## src/rtl/scl_div_pkg.sv

```systemverilog
package scl_div_pkg;
    typedef enum logic [1:0] {
        PH_OFF  = 2'd0,
        PH_LOW  = 2'd1,
        PH_HIGH = 2'd2
    } scl_phase_e;
endpackage

```

## src/rtl/scl_timing_shadow.sv

```systemverilog
module scl_timing_shadow #(
    parameter int EXP_W   = 4,
    parameter int FIELD_W = 4
) (
    input  logic               clk,
    input  logic               rst_n,
    input  logic               load,
    input  logic [EXP_W-1:0]   base_in,
    input  logic [FIELD_W-1:0] hi_in,
    input  logic [FIELD_W-1:0] lo_in,
    output logic [EXP_W-1:0]   base_q,
    output logic [FIELD_W-1:0] hi_q,
    output logic [FIELD_W-1:0] lo_q
);
    always_ff @(posedge clk) begin
        if (!rst_n) begin
            base_q <= '0;
            hi_q   <= '0;
            lo_q   <= '0;
        end else if (load) begin
            base_q <= base_in;
            hi_q   <= hi_in;
            lo_q   <= lo_in;
        end
    end

    // Timing only moves at a load point (period boundary or enable)
    assert_shadow_hold_R9: assert property (@(posedge clk) disable iff (!rst_n)
        !load |=> ($stable(base_q) && $stable(hi_q) && $stable(lo_q)));
endmodule

```

## src/rtl/scl_prescaler.sv

```systemverilog
module scl_prescaler #(
    parameter int EXP_W = 4
) (
    input  logic             clk,
    input  logic             rst_n,
    input  logic             run,
    input  logic             hold,
    input  logic [EXP_W-1:0] base,
    output logic             tick
);
    localparam int PRE_W = (1 << EXP_W) - 1;

    logic [PRE_W-1:0] cnt;
    logic [PRE_W-1:0] mask;
    logic             wrap;

    always_comb begin
        mask = ~({PRE_W{1'b1}} << base);
        wrap = (cnt == mask);
        tick = run && !hold && wrap;
    end

    always_ff @(posedge clk) begin
        if (!rst_n || !run) begin
            cnt <= '0;
        end else if (!hold) begin
            if (wrap) cnt <= '0;
            else      cnt <= cnt + 1'b1;
        end
    end

    assert_cnt_in_range_R4: assert property (@(posedge clk) disable iff (!rst_n)
        run |-> (cnt <= mask));
    assert_hold_freezes_R8: assert property (@(posedge clk) disable iff (!rst_n)
        (run && hold) |=> $stable(cnt));
endmodule

```

## src/rtl/scl_phase_fsm.sv

```systemverilog
module scl_phase_fsm
    import scl_div_pkg::*;
#(
    parameter int FIELD_W = 4
) (
    input  logic               clk,
    input  logic               rst_n,
    input  logic               en,
    input  logic               tick,
    input  logic               scl_sense,
    input  logic [FIELD_W-1:0] hi_len,
    input  logic [FIELD_W-1:0] lo_len,
    output logic               load,
    output logic               run,
    output logic               hold,
    output logic               scl_pull_low,
    output logic               hi_start,
    output logic               lo_start
);
    scl_phase_e         state, nxt;
    logic [FIELD_W-1:0] ph_cnt;
    logic               low_done, high_done;

    always_comb begin
        low_done  = tick && (ph_cnt == lo_len);
        high_done = tick && (ph_cnt == hi_len);
        run       = (state != PH_OFF);
        hold      = (state == PH_HIGH) && !scl_sense;
        nxt       = state;
        unique case (state)
            PH_OFF:  if (en) nxt = PH_LOW;
            PH_LOW:  if (!en) nxt = PH_OFF;
                     else if (low_done) nxt = PH_HIGH;
            PH_HIGH: if (!en) nxt = PH_OFF;
                     else if (high_done) nxt = PH_LOW;
            default: nxt = PH_OFF;
        endcase
        load = en && ((state == PH_OFF) || ((state == PH_HIGH) && high_done));
    end

    // State register
    always_ff @(posedge clk) begin
        if (!rst_n) state <= PH_OFF;
        else        state <= nxt;
    end

    // Tick count inside the current phase
    always_ff @(posedge clk) begin
        if (!rst_n || nxt != state) ph_cnt <= '0;
        else if (tick)              ph_cnt <= ph_cnt + 1'b1;
    end

    // Registered outputs
    always_ff @(posedge clk) begin
        if (!rst_n) begin
            scl_pull_low <= 1'b0;
            hi_start     <= 1'b0;
            lo_start     <= 1'b0;
        end else begin
            scl_pull_low <= (nxt == PH_LOW);
            hi_start     <= (nxt == PH_HIGH) && (state != PH_HIGH);
            lo_start     <= (nxt == PH_LOW) && (state != PH_LOW);
        end
    end

    assert_low_bound_R4: assert property (@(posedge clk) disable iff (!rst_n)
        (state == PH_LOW) |-> (ph_cnt <= lo_len));
    assert_high_bound_R5: assert property (@(posedge clk) disable iff (!rst_n)
        (state == PH_HIGH) |-> (ph_cnt <= hi_len));
    assert_stretch_freeze_R8: assert property (@(posedge clk) disable iff (!rst_n)
        (state == PH_HIGH && !scl_sense && en) |=> $stable(ph_cnt));
endmodule

```

## src/rtl/scl_phase_gen.sv

```systemverilog
module scl_phase_gen #(
    parameter int EXP_W   = 4,
    parameter int FIELD_W = 4
) (
    input  logic               clk,
    input  logic               rst_n,
    input  logic               en,
    input  logic [EXP_W-1:0]   base_exp,
    input  logic [FIELD_W-1:0] hi_len,
    input  logic [FIELD_W-1:0] lo_len,
    input  logic               scl_sense,
    output logic               scl_pull_low,
    output logic               hi_start,
    output logic               lo_start
);
    logic               load, run, hold, tick;
    logic [EXP_W-1:0]   base_q;
    logic [FIELD_W-1:0] hi_q, lo_q;

    scl_timing_shadow #(.EXP_W(EXP_W), .FIELD_W(FIELD_W)) shadow_i (
        .clk(clk), .rst_n(rst_n), .load(load),
        .base_in(base_exp), .hi_in(hi_len), .lo_in(lo_len),
        .base_q(base_q), .hi_q(hi_q), .lo_q(lo_q)
    );

    scl_prescaler #(.EXP_W(EXP_W)) presc_i (
        .clk(clk), .rst_n(rst_n), .run(run), .hold(hold),
        .base(base_q), .tick(tick)
    );

    scl_phase_fsm #(.FIELD_W(FIELD_W)) fsm_i (
        .clk(clk), .rst_n(rst_n), .en(en), .tick(tick), .scl_sense(scl_sense),
        .hi_len(hi_q), .lo_len(lo_q), .load(load), .run(run), .hold(hold),
        .scl_pull_low(scl_pull_low), .hi_start(hi_start), .lo_start(lo_start)
    );

    assert_off_release_R2: assert property (@(posedge clk) disable iff (!rst_n)
        !en |=> (!scl_pull_low && !hi_start && !lo_start));
    assert_strobe_excl_R7: assert property (@(posedge clk) disable iff (!rst_n)
        !(hi_start && lo_start));
    assert_high_after_low_R7: assert property (@(posedge clk) disable iff (!rst_n)
        hi_start |-> (!scl_pull_low && $past(scl_pull_low)));
    assert_low_strobe_drive_R3: assert property (@(posedge clk) disable iff (!rst_n)
        lo_start |-> scl_pull_low);
endmodule

```

## config.mk

```make
export PLATFORM = sky130hd
export DESIGN_NAME = scl_phase_gen
export DESIGN_NICKNAME = d
export VERILOG_FILES = /design/src/rtl/scl_div_pkg.sv /design/src/rtl/scl_timing_shadow.sv /design/src/rtl/scl_prescaler.sv /design/src/rtl/scl_phase_fsm.sv /design/src/rtl/scl_phase_gen.sv
export SDC_FILE = /design/constraint.sdc
export NUM_CORES = 1
export LEC_CHECK = 0
export ABC_AREA = 1
export ABC_CLOCK_PERIOD_IN_PS = 4700
export CELL_PAD_IN_SITES_DETAIL_PLACEMENT = 1
export CELL_PAD_IN_SITES_GLOBAL_PLACEMENT = 1
export CORE_ASPECT_RATIO = 0.9
export CORE_UTILIZATION = 46
export CTS_BUF_LIST = sky130_fd_sc_hd__clkbuf_4 sky130_fd_sc_hd__clkbuf_8
export CTS_CLUSTER_DIAMETER = 80
export DETAILED_ROUTE_END_ITERATION = 10
export GPL_TIMING_DRIVEN = 0
export PLACE_DENSITY = 0.85
export SYNTH_ARGS = -nofsm -noshare
export SYNTH_HDL_FRONTEND = slang
export SYNTH_SLANG_ARGS = --single-unit
```

## constraint.sdc

```tcl
create_clock -name clk -period 4.7 [get_ports clk]
set_input_delay 0.705 -clock clk [delete_from_list [all_inputs] [get_ports clk]]
set_output_delay 0.705 -clock clk [all_outputs]
set_load 0.02 [all_outputs]
```

==> metrics.yaml <==
post_cts_buffers: 0
synth_compound_area_share_pct: 8.48
ys_top_cells_by_area: "dfxtp_1, nand2_1, nor2_1"
synth_top_cell_by_area: "dfxtp_1"
yosys_warnings: 0
synthMuxAreaShare_pct: 0
synth_nets: 354
critPathLaunchType: "input port"
max_stage_delay_ps: 470
postCtsHoldBufs: 0
setup_tns_ps: 0
final.setup_skew_ps: 4.13
max_freq_mhz: 381
cts.path.max_buffers: 2
synth-xor-area-share_pct: 4.41
seq_area_frac_synth_pct: 33.0
regArea_um2: 721
routed_wl_um: 6330
path_class: "input port to flop"
multi_input_area_um2: 1230
end_kind: "flop"
period_needed_ps: 2630
design.die.area_um2: 5030
maxSlewHeadroom_pct: 68.3
holdCritPathClass: "flop to flop"
ir_drop_mv: 0.234
synth_edf_count: 0
cts.repair.resized: 0
antenna_left: 0
drv_cap: 0
routedWlPerCell_um: 14.9
cts_buffers: 5
drc: 0
drt_pass1_iterations: 4
synth_commonest_cells: "nand2_1, nor2_1, inv_1"
clk_pin_slew_ps: 80
synth_area_um2: 2180
cp.required_ps: 4880
status: "finished clean"
worstReg2RegStart: "shadow_i.base_q[3]$_SDFFE_PN0P_"
r2r_end: "shadow_i.lo_q[2]$_SDFFE_PN0P_"
crit_arrival_ps: 2810
num-fill-cells: 634
grt_overflow: 0
synthAdderAreaFrac_pct: 1.15
synth_top_area_share_pct: 33.0
area_growth_pct: 16.9
diodes: 0
finalCritPeriodShare_pct: 55.9
grt_max_degree: 13
synth-main-ff-cell: "dfxtp_1"
maxSlewViolCount: 0
r2r_cells: 15
finalWeightedCongestion: 0.863
min_path_cells: 2
grtUsageTotal_pct: 27.2
critical_path.max_fanout: 8
ys_ff_latch: 36
pin_count: 19
slowest_stage: "clkdlybuf4s50_1"
min_from: "presc_i.cnt[0]$_SDFFE_PP0N_"
rsz0062_at_grt: "no"
die_y_um: 67.4
clock_latency_ps: 280
worstMarginPinSlew_ps: 471
yosysMostFrequentCell: "nand2_1"
finalSetupViolCount: 0
grt_pass1_wl_um: 10200
dr_total_vias: 2246
viasPerCell: 5.30
rows: 23
dieWidth_um: 74.6
start_util_pct: 48.3
grt_pass1_vias: 2174
core_um2: 4520
ys_async_sr_fraction_pct: 0
ys_types: 31
drive_above_1_share_pct: 11.0
cp_top_family: "simple AND/OR/NAND/NOR gates"
syn_avg_cell_area_um2: 6.50
hold_slack_ps: 516
cp_num_buf_inv: 3
r2r_slack_ps: 2290
synthSimpleGateAreaFrac_pct: 42.5
nets: 379
cts_tree: "built"
io_buffers: 18
clk_root_buffer_cell: "clkbuf_8"
antenna_found_initial: 0
htree_levels: 2
drtIter0Drc: 65
min_to: "presc_i.cnt[0]$_SDFFE_PP0N_"
syn_inst: 336
synth_top_family_by_area: "simple AND/OR/NAND/NOR gates"
hpwl_um: 4710
finalHoldViolCount: 0
powerDensity_nw_per_um2: 280
cts.sink_count: 36
cp.depth: 11
p_leak_nw: 1.14
final_util_pct: 56.5
cp_cell_sequence: "clkdlybuf4s50_1, inv_1, nand2_1, inv_1, nor2_1, nor3b_4, nand3_1, nand2_1, nor2_1, nand2_1, nor2_1"
==> layer usage <==
metal  global-route usage, %  share of wire (%)  wire length (µm)  vias up
met3                    5.07                3.8               238       12
met2                    45.4                 47              2970       53
met5                       0                  0                 0        -
li1                        -                  -                 -     1126
met4                    10.4                1.9               120        0
met1                    34.8                 47              3000     1055
==> where the power goes <==
part / internal [mW] / total, mW / switching (mW)
registers: 0.315 / 0.324 / 0.00901
logic: 0.0469 / 0.119 / 0.0723
clock network: 0.157 / 0.273 / 0.116
==> area by class of cell <==
class / instances / share of cell area [%]
Timing Repair Buffer: 18 / 7.06
Buffer: 8 / 2.30
Multi-Input combinational cell: 247 / 48.4
Clock buffer: 5 / 2.70
Inverter: 45 / 6.62
Sequential cell: 36 / 28.2
Tap cell: 62 / 3.04
Clock inverter: 3 / 1.67
==> through the flow <==
stage	power (mW)	instance area, µm²	instances	setup WS [ps]
6_report	0.716	2550	424	2070
5_1_grt	0.747	2550	424	1910
3_5_place_dp	0.447	2440	416	1790
2_1_floorplan	0.408	2180	336	2730
3_3_place_gp	0.444	2440	416	1920
4_1_cts	0.721	2550	424	2050
==> worst reg2reg max path, stage by stage (launching register included) <==
cell,delay [ps]
dfxtp_1,410
nor2_2,290
nand2_1,100
nand2_1,150
nand3_1,120
nor2_2,150
nand2_2,100
nor2_2,170
nand3_2,130
nand2_2,100
nand2_4,70
nor2_8,120
inv_2,70
buf_6,150
nor2_2,100
nor2_1,60
==> worst max-delay path by stage <==
stage / startpoint / to
global route: scl_sense / fsm_i.ph_cnt[1]$_SDFFE_PP0P_
finish: scl_sense / fsm_i.ph_cnt[2]$_SDFFE_PP0P_
detailed placement: scl_sense / fsm_i.ph_cnt[1]$_SDFFE_PP0P_
global placement: scl_sense / fsm_i.ph_cnt[0]$_SDFFE_PP0P_
floorplan: scl_sense / fsm_i.ph_cnt[0]$_SDFFE_PP0P_
CTS: scl_sense / fsm_i.ph_cnt[2]$_SDFFE_PP0P_
==> registers in the layout, summed over array words and instances, names as in the netlist <==
name / count
presc_i.cnt: 15
fsm_i.ph_cnt: 4
shadow_i.base_q: 4
shadow_i.hi_q: 4
shadow_i.lo_q: 4
fsm_i.state: 2
fsm_i.hi_start: 1
fsm_i.lo_start: 1
fsm_i.scl_pull_low: 1
==> kinds of logic (layout without fill, tap and decap cells) <==
kind of cell               Yosys count  after routing
AOI/OAI and AO/OA                   34             34
xor gates and xnor gates            11             11
adders and majority gates            2              2
buffers and inverters               53             79
DFF                                 36             36
and+or+nand+nor                    200            200
==> placed cells by master, fill, tap and decap left out, types with 9 or more instances in the layout <==
cell             count
nor2_2              12
dfxtp_1             36
o21ai_1             12
nand4_1              9
clkdlybuf4s50_1     18
inv_1               42
nand2_1             77
nand3_1             30
o21ai_0              9
nor2_1              47
nor3_1              10
Note: power is estimated with default switching activity, not from simulation.
